<file path="src/rtl/mbb_pkg.sv">
package mbb_pkg;

    typedef enum logic [2:0] {
        ST_IDLE    = 3'd0,
        ST_ADDR    = 3'd1,
        ST_DATA    = 3'd2,
        ST_WAIT    = 3'd3,
        ST_RECOVER = 3'd4
    } bstate_e;

endpackage

</file>
<file path="src/rtl/mbb_fsm.sv">
module mbb_fsm
    import mbb_pkg::*;
(
    input  logic    clk,
    input  logic    rst_n,
    input  logic    accept,
    input  logic    ready,
    input  logic    acc_last,
    input  logic    more_left,
    output bstate_e state
);

    bstate_e nxt;

    always_ff @(posedge clk or negedge rst_n) begin
        if (!rst_n) state <= ST_IDLE;
        else        state <= nxt;
    end

    always_comb begin
        nxt = state;
        unique case (state)
            ST_IDLE:    nxt = accept ? ST_ADDR : ST_IDLE;
            ST_ADDR:    nxt = ST_DATA;
            ST_DATA,
            ST_WAIT:    begin
                if (!ready)        nxt = ST_WAIT;
                else if (acc_last) nxt = ST_RECOVER;
                else               nxt = ST_DATA;
            end
            ST_RECOVER: nxt = more_left ? ST_ADDR : ST_IDLE;
            default:    nxt = ST_IDLE;
        endcase
    end

endmodule

</file>
<file path="src/rtl/mbb_addr_gen.sv">
module mbb_addr_gen #(
    parameter int ADDR_W    = 32,
    parameter int MAX_BYTES = 16,
    localparam int NB_W = $clog2(MAX_BYTES) + 1,
    localparam int BI_W = $clog2(MAX_BYTES / 2)
) (
    input  logic              clk,
    input  logic              rst_n,
    input  logic              load,
    input  logic [ADDR_W-1:0] addr,
    input  logic [NB_W-1:0]   nbytes,
    input  logic              beat_done,
    output logic [ADDR_W-2:0] cur_hw,
    output logic              acc_last,
    output logic              txn_last,
    output logic [1:0]        be,
    output logic [NB_W-1:0]   rel_off,
    output logic              more_left
);

    logic [ADDR_W-2:0] end_hw;
    logic [NB_W-1:0]   start_lo;
    logic              start_odd;
    logic              end_odd;
    logic              first_beat;
    logic [ADDR_W-1:0] end_byte;

    assign end_byte = addr + ADDR_W'(nbytes) - ADDR_W'(1);

    always_ff @(posedge clk or negedge rst_n) begin
        if (!rst_n) begin
            cur_hw     <= '0;
            end_hw     <= '0;
            start_lo   <= '0;
            start_odd  <= 1'b0;
            end_odd    <= 1'b0;
            first_beat <= 1'b0;
            more_left  <= 1'b0;
        end else if (load) begin
            cur_hw     <= addr[ADDR_W-1:1];
            end_hw     <= end_byte[ADDR_W-1:1];
            start_lo   <= addr[NB_W-1:0];
            start_odd  <= addr[0];
            end_odd    <= end_byte[0];
            first_beat <= 1'b1;
            more_left  <= 1'b1;
        end else if (beat_done) begin
            cur_hw     <= cur_hw + 1'b1;
            first_beat <= 1'b0;
            if (txn_last) more_left <= 1'b0;
        end
    end

    // the access closes at the end of the request or at the top of a block
    assign txn_last = (cur_hw == end_hw);
    assign acc_last = txn_last || (&cur_hw[BI_W-1:0]);
    assign be[0]    = !(first_beat && start_odd);
    assign be[1]    = !(txn_last && !end_odd);
    assign rel_off  = {cur_hw[NB_W-2:0], 1'b0} - start_lo;

endmodule

</file>
<file path="src/rtl/mbb_datapath.sv">
module mbb_datapath #(
    parameter int MAX_BYTES = 16,
    localparam int NB_W = $clog2(MAX_BYTES) + 1
) (
    input  logic                   clk,
    input  logic                   rst_n,
    input  logic                   load,
    input  logic                   capture,
    input  logic [8*MAX_BYTES-1:0] wdata,
    input  logic [NB_W-1:0]        rel_off,
    input  logic [1:0]             be,
    input  logic [15:0]            rd_half,
    output logic [15:0]            wr_half,
    output logic [8*MAX_BYTES-1:0] rdata
);

    logic [NB_W-1:0] off_hi;
    logic [7:0]      lane0;
    logic [7:0]      lane1;
    logic [7:0]      rbyte [MAX_BYTES];

    assign off_hi = rel_off + NB_W'(1);

    always_comb begin
        lane0 = 8'h00;
        lane1 = 8'h00;
        for (int i = 0; i < MAX_BYTES; i++) begin
            if (rel_off == NB_W'(i)) lane0 = wdata[8*i +: 8];
            if (off_hi  == NB_W'(i)) lane1 = wdata[8*i +: 8];
        end
        if (!be[0]) lane0 = 8'h00;
        if (!be[1]) lane1 = 8'h00;
    end

    assign wr_half = {lane1, lane0};

    for (genvar g = 0; g < MAX_BYTES; g++) begin : g_rbyte
        always_ff @(posedge clk or negedge rst_n) begin
            if (!rst_n)
                rbyte[g] <= 8'h00;
            else if (load)
                rbyte[g] <= 8'h00;
            else if (capture && be[0] && rel_off == NB_W'(g))
                rbyte[g] <= rd_half[7:0];
            else if (capture && be[1] && off_hi == NB_W'(g))
                rbyte[g] <= rd_half[15:8];
        end
        assign rdata[8*g +: 8] = rbyte[g];
    end

endmodule

</file>
<file path="src/rtl/mbb_ctrl.sv">
module mbb_ctrl
    import mbb_pkg::*;
#(
    parameter int ADDR_W    = 32,
    parameter int MAX_BYTES = 16,
    localparam int NB_W = $clog2(MAX_BYTES) + 1,
    localparam int BI_W = $clog2(MAX_BYTES / 2)
) (
    input  logic                   clk,
    input  logic                   rst_n,
    input  logic                   req_start,
    input  logic [ADDR_W-1:0]      req_addr,
    input  logic [NB_W-1:0]        req_nbytes,
    input  logic                   req_wr,
    input  logic [8*MAX_BYTES-1:0] req_wdata,
    output logic                   req_busy,
    output logic                   req_done,
    output logic [8*MAX_BYTES-1:0] req_rdata,
    input  logic                   bus_ready,
    input  logic [15:0]            bus_ad_i,
    output logic [15:0]            bus_ad_o,
    output logic                   bus_ad_oe,
    output logic [ADDR_W-17:0]     bus_addr_hi,
    output logic [BI_W-1:0]        bus_a_low,
    output logic [1:0]             bus_be,
    output logic                   bus_as,
    output logic                   bus_ale,
    output logic                   bus_wr,
    output logic                   bus_dir_tx,
    output logic                   bus_den,
    output logic                   bus_blast
);

    bstate_e           state;
    logic              accept;
    logic              in_data;
    logic              beat_done;
    logic              acc_last;
    logic              txn_last;
    logic              more_left;
    logic              wr_q;
    logic [ADDR_W-2:0] cur_hw;
    logic [1:0]        be;
    logic [NB_W-1:0]   rel_off;
    logic [15:0]       wr_half;

    assign accept    = req_start && (state == ST_IDLE) &&
                       (req_nbytes != '0) && (req_nbytes <= NB_W'(MAX_BYTES));
    assign in_data   = (state == ST_DATA) || (state == ST_WAIT);
    assign beat_done = in_data && bus_ready;

    always_ff @(posedge clk or negedge rst_n) begin
        if (!rst_n)      wr_q <= 1'b0;
        else if (accept) wr_q <= req_wr;
    end

    mbb_fsm u_fsm (
        .clk       (clk),
        .rst_n     (rst_n),
        .accept    (accept),
        .ready     (bus_ready),
        .acc_last  (acc_last),
        .more_left (more_left),
        .state     (state)
    );

    mbb_addr_gen #(.ADDR_W(ADDR_W), .MAX_BYTES(MAX_BYTES)) u_addr (
        .clk       (clk),
        .rst_n     (rst_n),
        .load      (accept),
        .addr      (req_addr),
        .nbytes    (req_nbytes),
        .beat_done (beat_done),
        .cur_hw    (cur_hw),
        .acc_last  (acc_last),
        .txn_last  (txn_last),
        .be        (be),
        .rel_off   (rel_off),
        .more_left (more_left)
    );

    mbb_datapath #(.MAX_BYTES(MAX_BYTES)) u_data (
        .clk     (clk),
        .rst_n   (rst_n),
        .load    (accept),
        .capture (beat_done && !wr_q),
        .wdata   (req_wdata),
        .rel_off (rel_off),
        .be      (be),
        .rd_half (bus_ad_i),
        .wr_half (wr_half),
        .rdata   (req_rdata)
    );

    assign bus_addr_hi = cur_hw[ADDR_W-2:15];
    assign bus_a_low   = cur_hw[BI_W-1:0];

    always_comb begin
        req_busy   = 1'b1;
        req_done   = 1'b0;
        bus_as     = 1'b0;
        bus_ale    = 1'b0;
        bus_den    = 1'b0;
        bus_blast  = 1'b0;
        bus_ad_o   = 16'h0000;
        bus_ad_oe  = 1'b0;
        bus_wr     = wr_q;
        bus_dir_tx = wr_q;
        bus_be     = be;
        unique case (state)
            ST_IDLE: begin
                req_busy   = 1'b0;
                bus_wr     = 1'b0;
                bus_dir_tx = 1'b0;
                bus_be     = 2'b00;
            end
            ST_ADDR: begin
                bus_as    = 1'b1;
                bus_ale   = 1'b1;
                bus_ad_o  = {cur_hw[14:0], 1'b0};
                bus_ad_oe = 1'b1;
            end
            ST_DATA,
            ST_WAIT: begin
                bus_den   = 1'b1;
                bus_blast = acc_last;
                bus_ad_o  = wr_q ? wr_half : 16'h0000;
                bus_ad_oe = wr_q;
            end
            ST_RECOVER: begin
                req_done = !more_left;
            end
            default: begin
                req_busy = 1'b1;
            end
        endcase
    end

endmodule

</file>
<file path="config.mk">
export PLATFORM = sky130hd
export DESIGN_NAME = mbb_ctrl
export DESIGN_NICKNAME = d
export VERILOG_FILES = /design/src/rtl/mbb_pkg.sv /design/src/rtl/mbb_fsm.sv /design/src/rtl/mbb_addr_gen.sv /design/src/rtl/mbb_datapath.sv /design/src/rtl/mbb_ctrl.sv
export SDC_FILE = /design/constraint.sdc
export NUM_CORES = 1
export LEC_CHECK = 0
export ABC_AREA = 1
export ABC_CLOCK_PERIOD_IN_PS = 9380
export CAP_MARGIN = 5
export CELL_PAD_IN_SITES_DETAIL_PLACEMENT = 0
export CELL_PAD_IN_SITES_GLOBAL_PLACEMENT = 1
export CORE_ASPECT_RATIO = 1.4
export CORE_MARGIN = 5
export CORE_UTILIZATION = 39
export CTS_BUF_LIST = sky130_fd_sc_hd__clkbuf_16
export DETAILED_ROUTE_END_ITERATION = 7
export GPL_TIMING_DRIVEN = 0
export MAX_ROUTING_LAYER = met4
export PLACE_DENSITY_LB_ADDON = 0.1
export SLEW_MARGIN = 5
export SYNTH_ARGS = -nofsm -noshare
export SYNTH_HDL_FRONTEND = slang
export SYNTH_SLANG_ARGS = --single-unit
</file>
<file path="constraint.sdc">
create_clock -name clk -period 9.38 [get_ports clk]
set_input_delay 1.407 -clock clk [delete_from_list [all_inputs] [get_ports clk]]
set_output_delay 1.407 -clock clk [all_outputs]
set_load 0.005 [all_outputs]
</file>
### Word level (Yosys, flattened, before mapping)

Cells that the tools add are included.

| word-level totals | value |
|---|---|
| input port bits | 186 |
| word-level logic and storage cells | 243 |
| flip-flop bits (word level) | 203 |
| output and inout port bits | 174 |

| operators by class | value |
|---|---|
| reductions and logical operators | 73 |
| eq/ne operators | 35 |
| $add $sub $neg | 5 |
| magnitude comparators | 1 |
| multiplexer cells | 104 |

Operators with widths:

| kind | number |
|---|---|
| 8-bit two-way mux | 82 |
| 5-bit by 4-bit equality test with 1-bit output, second input constant | 16 |
| 31-bit two-way mux | 2 |
| 3-bit nonzero test | 16 |
| 1-bit logical AND | 41 |
| 5-bit by 3-bit equality test with 1-bit output, second input constant | 8 |
| 32-bit by 5-bit adder with 32-bit output | 1 |
| 16-bit one-hot mux with 2 select lines | 1 |
| 32-bit by 1-bit subtractor with 32-bit output, second input constant | 1 |
| 31-bit by 1-bit adder with 31-bit output, second input constant | 1 |
| 31-bit equality test | 1 |
| 5-bit by 2-bit equality test with 1-bit output, second input constant | 4 |
| 16-bit two-way mux | 1 |
| 1-bit two-way mux | 13 |
| 3-bit one-hot mux with 4 select lines | 1 |
| 5-bit by 1-bit equality test with 1-bit output, second input constant | 2 |
| 5-bit zero test | 2 |
| 3-bit by 2-bit equality test with 1-bit output, second input constant | 2 |
| 3-bit two-way mux | 2 |
| 5-bit by 1-bit adder with 5-bit output, second input constant | 1 |
| 5-bit less-or-equal comparator, second input constant | 1 |
| 1-bit zero test | 5 |
| 5-bit nonzero test | 1 |
| 5-bit subtractor | 1 |
| other kinds (10) | 12 |

### Logic depth before layout (Yosys ltp)

Gate-level depths: netlist of the first run.

| logic depth | value |
|---|---|
| depth in word-level cells | 22 |
| mapped depth | 32 |
| mapped depth without buffers | 32 |

### By module

Synthesis of the first run repeated with hierarchy kept, for this count alone.

| unflattened totals | value |
|---|---|
| cells, all modules | 2,504 |
| area total of the unflattened synthesis | 16,313.1 um^2 |

By module, submodules not included:

| module | times used | cells an instance | area an instance (um^2) |
|---|---|---|---|
| mbb_datapath | 1 | 1,405 | 9,365.2 |
| mbb_addr_gen | 1 | 994 | 6,389.9 |
| mbb_ctrl | 1 | 89 | 417.9 |
| mbb_fsm | 1 | 16 | 140.1 |

### Worst setup path before layout of the first run

OpenSTA, ideal clock, no wires.

| timing | value |
|---|---|
| path type | register to output |
| from | reg u_addr.cur_hw[1] |
| to | out bus_ad_o[10] |
| required time | 7.973 ns |
| cell stages (with the launch flop) | 31 |
| path slack | 4.660 ns |
| arrival | 3.313 ns |
| path through | dfrtp_1 ha_1 a21oi_2 nand2_1 nand2_1 nand2_1 inv_2 nor2_1 inv_2 nor2_1 ha_1 nand2_1 inv_1 nand3_4 buf_6 o21ai_1 inv_1 nand2_1 nand4_1 nand2_1 nand2_1 nand2_1 nand3_1 nand3_1 nand2_1 nand2_1 nand2_1 nand2_1 nand2_1 nand2_1 nand2_1 |

| on the way | value |
|---|---|
| word-level cells in the longest chain between the ends | 22 |

Ends and longest elaborated chain:

| item | line | source |
|---|---|---|
| start: declaration | mbb_addr_gen.sv:13 | `output logic [ADDR_W-2:0] cur_hw,` |
| start signal: assignment | mbb_addr_gen.sv:40 | `cur_hw <= addr[ADDR_W-1:1];` |
| start signal: assignment | mbb_addr_gen.sv:48 | `cur_hw <= cur_hw + 1'b1;` |
| 5-bit subtractor | mbb_addr_gen.sv:59 | `assign rel_off = {cur_hw[NB_W-2:0], 1'b0} - start_lo;` |
| 5-bit by 1-bit adder with 5-bit output | mbb_datapath.sv:22 | `assign off_hi = rel_off + NB_W'(1);` |
| 5-bit zero test | mbb_datapath.sv:29 | `if (off_hi == NB_W'(i)) lane1 = wdata[8*i +: 8];` |
| 8-bit two-way mux (16 in series) | mbb_datapath.sv:29 |  |
| 8-bit two-way mux (*) | mbb_datapath.sv:32 | `if (!be[1]) lane1 = 8'h00;` |
| 16-bit two-way mux (*) | mbb_ctrl.sv:127 | `bus_ad_o = wr_q ? wr_half : 16'h0000;` |
| 16-bit one-hot mux with 2 select lines (*) | mbb_ctrl.sv:110 | `unique case (state)` |
| end: declaration | mbb_ctrl.sv:21 | `output logic [15:0] bus_ad_o,` |

Every way passes the cells marked *; elsewhere a longest branch is shown, timed or not.

### Final worst setup path of the first run

| timing | value |
|---|---|
| from | reg u_addr.cur_hw[1] |
| to | out bus_ad_o[14] |

Same word-level chain as after synthesis.

==> metrics.txt, run 1 <==
average detailed-routed wire length per instance=21.1 µm; Rel. slew slack=~29%; number of distinct library cells after synthesis=64; slowest cell on the critical path=clkdlybuf4s50_1; Max Transition Viols Final=0; IR drop worst, VDD=0.217 mV; leakage power figure=about 9.4 nW; Initial Utilization=39.4%; largest area contributor in the netlist=dfrtp_1; number of maximum-capacitance violations=0; buffer count from post-CTS setup fixing=0; Clock Skew=18.7 ps; fraction of final layout cells sized beyond drive strength 1=under 10%; total of buffers placed on input and output ports=~350; clock latency on the worst-skew pair=~550 ps; Slowest Stage Delay on Critical Path=~520 ps; placement row count=between 80 and 90; clock tree root buffer cell=clkbuf_16; Fin. Hold Viols=0; die area=between 40000 and 50000 µm²; cell types with the highest counts after synthesis=nand2_1, nor2_1, a21oi_1, inv_1, dfrtp_1; pin count of the biggest net entering global routing=84; proportion of power drawn by combinational gates=about 67%; via count of the first global-routing pass=around 17000; fraction of power spent switching nets=around half; Critical Path Fanout Max=8; remaining antenna violation count=0; actual transition at the worst max-transition pin=~1100 ps; Synth top area share=between 30% and 40%; share of the clock period used by the worst path=between 70 and 80%; post-synthesis to final-layout area growth=31.0%; CTS tree=built; synthesized net count=around 2500; total net switching power=between 3 and 4 mW; dominant cells by area after synthesis=dfrtp_1, nand2_1, a21oi_1; proportion of power drawn by flip-flops and latches=a little over a fifth; routed via count=17138; Seq cells post-synth=202; synthesized netlist cell count=approximately 2300; start-to-end type of the worst setup path=reg -> out; unrepaired setup endpoints after global routing=no; Routed Wire Length=68200 µm; Chip Height=248 µm; fraction of the core area covered by cells at the end of the flow=between 50% and 60%; net count of the finished layout=around 2900; netlist area before placement=approximately 16000 µm²; HPWL reported at the end of detailed placement=~55000 µm; Clk pwr share=around 11%; Achievable Freq=~150 MHz; Total Neg Setup Slack=0 ps; most numerous cell in the Yosys netlist=nand2_1; result of the run=completed; post-synthesis async set-or-reset flop share=100%; number of flops mapped to enable cells by yosys=0; clock-pin slew on the worst setup and hold paths=around 60 ps; H-tree Lvls=1; final setup vio count=0; Post-Synthesis Mean Instance Area=approximately 7 µm²; Remaining DRCs=0; remaining global-route overflow=0; Cell Int Power=about 4 mW; Resized Gates After CTS=0; kind of path behind the tightest hold check=reg -> reg; hold buffer count at cts=0; placer's final routability congestion estimate=just under 1; critical path arrival=~5200 ps; number of antenna violations at the first check in global routing=2; Worst Path Required=7970 ps; 1st-pass router iterations=6; number of warnings reported in the yosys synthesis log=0; Num Clock Sinks=a little over 200; power consumption=just under 8 mW; first-pass GRT wire length=between 100000 and 150000 µm; x dimension of the die=approximately 180 µm; crit path launch type=register; type of element capturing the critical path=output port; total power divided by cell area=around 370 nW/µm²; Synth Flop Type=dfrtp_1; I/O pin total=360; clock tree buffer depth=3; Hold WS=slightly below 500 ps; total clock buffers created by CTS=23; final critical-path required period=roughly 6600 ps; DRC marker count from the first detailed-route iteration=~1100; most used cell, CP=nand2_1; area of the core=roughly 40000 µm²; proportion of synthesized chip area in sequential cells=31.9%; post-detailed-route via-to-cell ratio=5.31; Tot GR Track Use=between 20 and 30%
==> registers in the layout, indices dropped and copies added, names as in the netlist <==
name               cells
u_addr.cur_hw         31
u_addr.end_hw         31
u_addr.end_odd         1
u_addr.first_beat      1
u_addr.more_left       1
u_addr.start_lo        5
u_data.rdata         128
u_fsm.state            3
wr_q                   1
==> through the flow <==
step / worst slack, ps / cells / area [µm²]
final: 2770 / 3228 / 20700
after global placement: -2220 / 3186 / 20000
after detailed placement: 3320 / 3188 / 20000
after global routing: 2380 / 3228 / 20700
after floorplan: 4660 / 2303 / 15800
after CTS: 2720 / 3226 / 20700
==> critical path: cells and delay by family, from the launching register on <==
family          cells  cell delay, ps
compound gates      1             210
fa+ha+maj           2             840
flops               1             480
buf+inv             3             710
simple gates       23            2410
==> final timing paths <==
kind,start,endpoint,slack [ps],cells past startpoint
max,u_addr.cur_hw[1]$_DFFE_PN0P_,bus_ad_o[14],2770,29
min,u_addr.first_beat$_DFFE_PN0P_,u_addr.first_beat$_DFFE_PN0P_,490,2
max reg2reg,u_addr.cur_hw[1]$_DFFE_PN0P_,u_data.rdata[101]$_DFFE_PN0P_,5500,17
min reg2reg,u_addr.first_beat$_DFFE_PN0P_,u_addr.first_beat$_DFFE_PN0P_,490,2
max in group asynchronous,rst_n,u_addr.end_hw[2]$_DFFE_PN0P_,7420,3
min in group asynchronous,rst_n,u_data.rdata[22]$_DFFE_PN0P_,750,1
==> cell families after synthesis <==
group / count (synthesis) / share of synthesized area, %
AO/OA/AOI/OAI: 481 / 18.4
XOR/XNOR: 69 / 3.94
adder cells (fa/ha/maj): 47 / 3.81
buffers and inverters: 370 / 10.3
flip-flops: 202 / 31.9
multiplexers: 4 / 0.285
AND/OR/NAND/NOR: 1130 / 31.3
==> metal layers <==
| metal | global-route usage [%] | part of all wire [%] |
|---|---|---|
| met2 | 55.1 | 52 |
| met5 | - | 0 |
| met1 | 32.5 | 38 |
| met3 | 4.94 | 6.3 |
| met4 | 11.1 | 4.0 |
==> final cells by class <==
type                            instances  area (µm²)
Buffer                                122         693
Timing Repair Buffer                  351        3550
Inverter                              248         938
Clock buffer                           23         576
Clock inverter                         15         105
Tap cell                              534         668
Sequential cell                       202        5050
Multi-Input combinational cell       1731        9140
Fill cell                            4055       19400
Antenna cell                            2        5.00
==> cells in the final DEF, fill, tap and decap left out, types with 10 or more instances in the layout <==
cell type        Yosys  layout
buf_4               26      26
a31oi_1             17      17
nand2_1            590     590
inv_1              217     222
or2_2               12      12
nor3_1              13      13
xnor2_1             36      36
a21oi_1            246     246
clkdlybuf4s50_1      0     348
buf_2               10      10
clkbuf_16            0      23
nand3_1            146     146
buf_6               15      15
clkbuf_1            54      54
nor2_1             270     270
o21ai_1             12      12
ha_1                45      45
nor2_4              16      16
nand4_1             17      17
buf_1               15      15
inv_2               24      24
o21ai_4             11      11
o221ai_1            16      16
o21ai_0             67      67
o211ai_1            85      85
xor2_1              32      32
clkinv_1             4      10
nor2_2              14      14
dfrtp_1            202     202
==> power groups by stage <==
stage | clock, mW | sequential, mW | combinational [mW]
after global routing | 0.901 | 1.71 | 5.74
after CTS | 0.868 | 1.67 | 5.20
after detailed placement | 0 | 1.68 | 5.19
final | 0.859 | 1.67 | 5.19
after floorplan | 0 | 1.57 | 3.14
after global placement | 0 | 1.68 | 5.13
Note: power is estimated with default switching activity, not from simulation.
==> run 2: changes to the inputs <==
--- a/config.mk
+++ b/config.mk
@@ -6,13 +6,13 @@
 export NUM_CORES = 1
 export LEC_CHECK = 0
 export ABC_AREA = 1
-export ABC_CLOCK_PERIOD_IN_PS = 9380
+export ABC_CLOCK_PERIOD_IN_PS = 6400
 export CAP_MARGIN = 5
 export CELL_PAD_IN_SITES_DETAIL_PLACEMENT = 0
 export CELL_PAD_IN_SITES_GLOBAL_PLACEMENT = 1
 export CORE_ASPECT_RATIO = 1.4
 export CORE_MARGIN = 5
-export CORE_UTILIZATION = 39
+export CORE_UTILIZATION = 36
 export CTS_BUF_LIST = sky130_fd_sc_hd__clkbuf_16
 export DETAILED_ROUTE_END_ITERATION = 7
 export GPL_TIMING_DRIVEN = 0
==> constraint.sdc (replaced) <==
create_clock -name clk -period 6.4 [get_ports clk]
set_input_delay 0.96 -clock clk [delete_from_list [all_inputs] [get_ports clk]]
set_output_delay 0.96 -clock clk [all_outputs]
set_load 0.005 [all_outputs]
==> metrics.txt, run 2 (synthesis results as in run 1) <==
result of the run=completed; Fin. Hold Viols=0 (unchanged); final setup vio count=0 (unchanged); Critical Path Fanout Max=10 (+2); routed via count=17171 (+0.19%); clock tree buffer depth=3 (unchanged); area of the core=43800 µm² (+9.1%); Worst Path Required=5440 ps (-2530 ps); x dimension of the die=187 µm (+3.9%); clock-pin slew on the worst setup and hold paths=60 ps (about the same); placer's final routability congestion estimate=0.939 (-4.0%); power consumption=11.5 mW (+49%); total of buffers placed on input and output ports=349 (unchanged); number of maximum-capacitance violations=0 (unchanged); first-pass GRT wire length=104000 µm (+2.2%); post-route non-filler standard cell count=3259 (+0.96%); Remaining DRCs=0 (unchanged); start-to-end type of the worst setup path=reg -> out; 1st-pass router iterations=5 (-1); Chip Height=258 µm (+3.9%); fraction of final layout cells sized beyond drive strength 1=7.97% (+0.46 points); Placed Cells=3212 (+0.75%); Hold WS=361 ps (-127 ps); Cell Int Power=5.85 mW (+50%); Rel. slew slack=28.2% (-1.0 points); most used cell, CP=nand2_1; total net switching power=5.63 mW (+47%); total clock buffers created by CTS=23 (unchanged); I/O pin total=360 (unchanged); proportion of power drawn by combinational gates=66.9% (-0.3 points); post-detailed-route via-to-cell ratio=5.27 (-0.76%); actual transition at the worst max-transition pin=1080 ps (+15.0 ps); Achievable Freq=roughly 170 MHz; DRC marker count from the first detailed-route iteration=1092 (-1.6%); leakage power figure=9.44 nW (+0.63%); Routed Wire Length=69100 µm (+1.3%); clock tree root buffer cell=clkbuf_16; CTS tree=built; die area=48300 µm² (+7.9%); H-tree Lvls=1 (unchanged); via count of the first global-routing pass=17391 (+1.9%); hold buffer count at cts=0 (unchanged); top library cells by usage in the layout, fill and taps aside=nand2_1, clkdlybuf4s50_1, nor2_1; Max Transition Viols Final=0 (unchanged); number of antenna violations at the first check in global routing=2 (unchanged); Num Clock Sinks=202 (unchanged); placement row count=91 (+4.6%); net count of the finished layout=2916 (+0.14%); IR drop worst, VDD=0.317 mV (+46%); HPWL reported at the end of detailed placement=55300 µm (+1.1%); fraction of power spent switching nets=49.0% (-0.43 points); critical path arrival=5080 ps (-120 ps); total power divided by cell area=550 nW/µm² (+48%); Total Neg Setup Slack=0 ps (unchanged); Slowest Stage Delay on Critical Path=480 ps (-40 ps); Initial Utilization=36.1% (-3.3 points); final critical-path required period=just over 6000 ps; average detailed-routed wire length per instance=21.2 µm (+0.34%); leading cell type in the layout, fill and taps excluded=nand2_1; pre-CTS setup slack=819 ps (-2500 ps); unrepaired setup endpoints after global routing=no; flip-flop count of the largest register after layout=128 (unchanged); post-synthesis to final-layout area growth=31.9%; kind of path behind the tightest hold check=in -> async; layout filler cell count=4507 (+11%); share of the clock period used by the worst path=94.3%; Clock Skew=26.1 ps (+7.42 ps); Final Worst Setup Slack=365 ps (-2410 ps); remaining antenna violation count=0 (unchanged); proportion of power drawn by flip-flops and latches=21.3% (-0.3 points); Tot GR Track Use=28.3% (-1.6 points); type of element capturing the critical path=output port; clock latency on the worst-skew pair=550 ps (about the same); slowest cell on the critical path=dfrtp_1; pin count of the biggest net entering global routing=78 (-7.1%); remaining global-route overflow=0 (unchanged); Clk pwr share=11.9% (+0.8 points); crit path launch type=register
==> run 2: cell types whose count changed in the layout (fill, tap and decap cells not counted), sizes merged <==
cell,change
buf,+4
bufinv,+2
clkinv,+1
==> run 2: area by class of cell <==
cell class | instances | area [µm²] | area share, %
Multi-Input combinational cell | 1731 | 9150 | 43.8
Tap cell | 558 | 698 | 3.34
Timing Repair Buffer | 355 | 3580 | 17.2
Clock inverter | 18 | 176 | 0.845
Sequential cell | 202 | 5050 | 24.2
Antenna cell | 2 | 5.00 | 0.0240
Buffer | 122 | 693 | 3.32
Inverter | 248 | 938 | 4.49
Clock buffer | 23 | 576 | 2.76
==> run 2: what timing repair did <==
item	in CTS	in global routing
gates resized for setup	0	5
setup endpoints to repair	0	8
endpoints found under the hold margin	0	0
setup buffers	0	4
==> run 2: path summary, 6_finish.rpt <==
kind	slack, ps	to	start	cells after the start
worst max-delay path	360	bus_ad_o[10]	u_addr.cur_hw[1]$_DFFE_PN0P_	31
min in group clk	490	u_addr.end_odd$_DFFE_PN0P_	u_addr.end_odd$_DFFE_PN0P_	2
worst max register to register	2540	u_data.rdata[126]$_DFFE_PN0P_	u_addr.cur_hw[1]$_DFFE_PN0P_	17
max in group asynchronous	5260	u_addr.start_lo[1]$_DFFE_PN0P_	rst_n	2
worst min register to register	490	u_addr.end_odd$_DFFE_PN0P_	u_addr.end_odd$_DFFE_PN0P_	2
worst min-delay path	360	u_data.rdata[66]$_DFFE_PN0P_	rst_n	1
==> run 2: worst max-delay path, delay by kind of cell, from the launching register on <==
| family | cells | cell delay [ps] |
|---|---|---|
| flip-flops | 1 | 480 |
| AND/OR/NAND/NOR | 21 | 1740 |
| buffers and inverters | 6 | 1080 |
| adder cells (fa/ha/maj) | 2 | 890 |
| AO/OA/AOI/OAI | 2 | 340 |
==> run 2: layer usage <==
metal | wire length [µm] | vias up | track usage, %
li1 | - | 8323 | -
met1 | 26800 | 8082 | 31.0
met2 | 35600 | 624 | 51.4
met3 | 3810 | 142 | 4.56
met4 | 2890 | 0 | 10.5
met5 | 0 | - | -
==> run 2: through the flow <==
stage	cell area [µm²]	util, %
floorplan	15800	-
global placement	20000	45.7
detailed placement	20100	45.8
CTS	20800	47.5
global route	20900	47.6
finish	20900	47.6
==> run 2: power by group through the flow <==
stage               Combinational [mW]  Clock [mW]  Sequential, mW
finish                            7.68        1.36            2.44
global route                      8.52        1.43            2.51
CTS                               7.63        1.38            2.44
detailed placement                7.60           0            2.46
global placement                  7.53           0            2.45
floorplan                         4.60           0            2.31
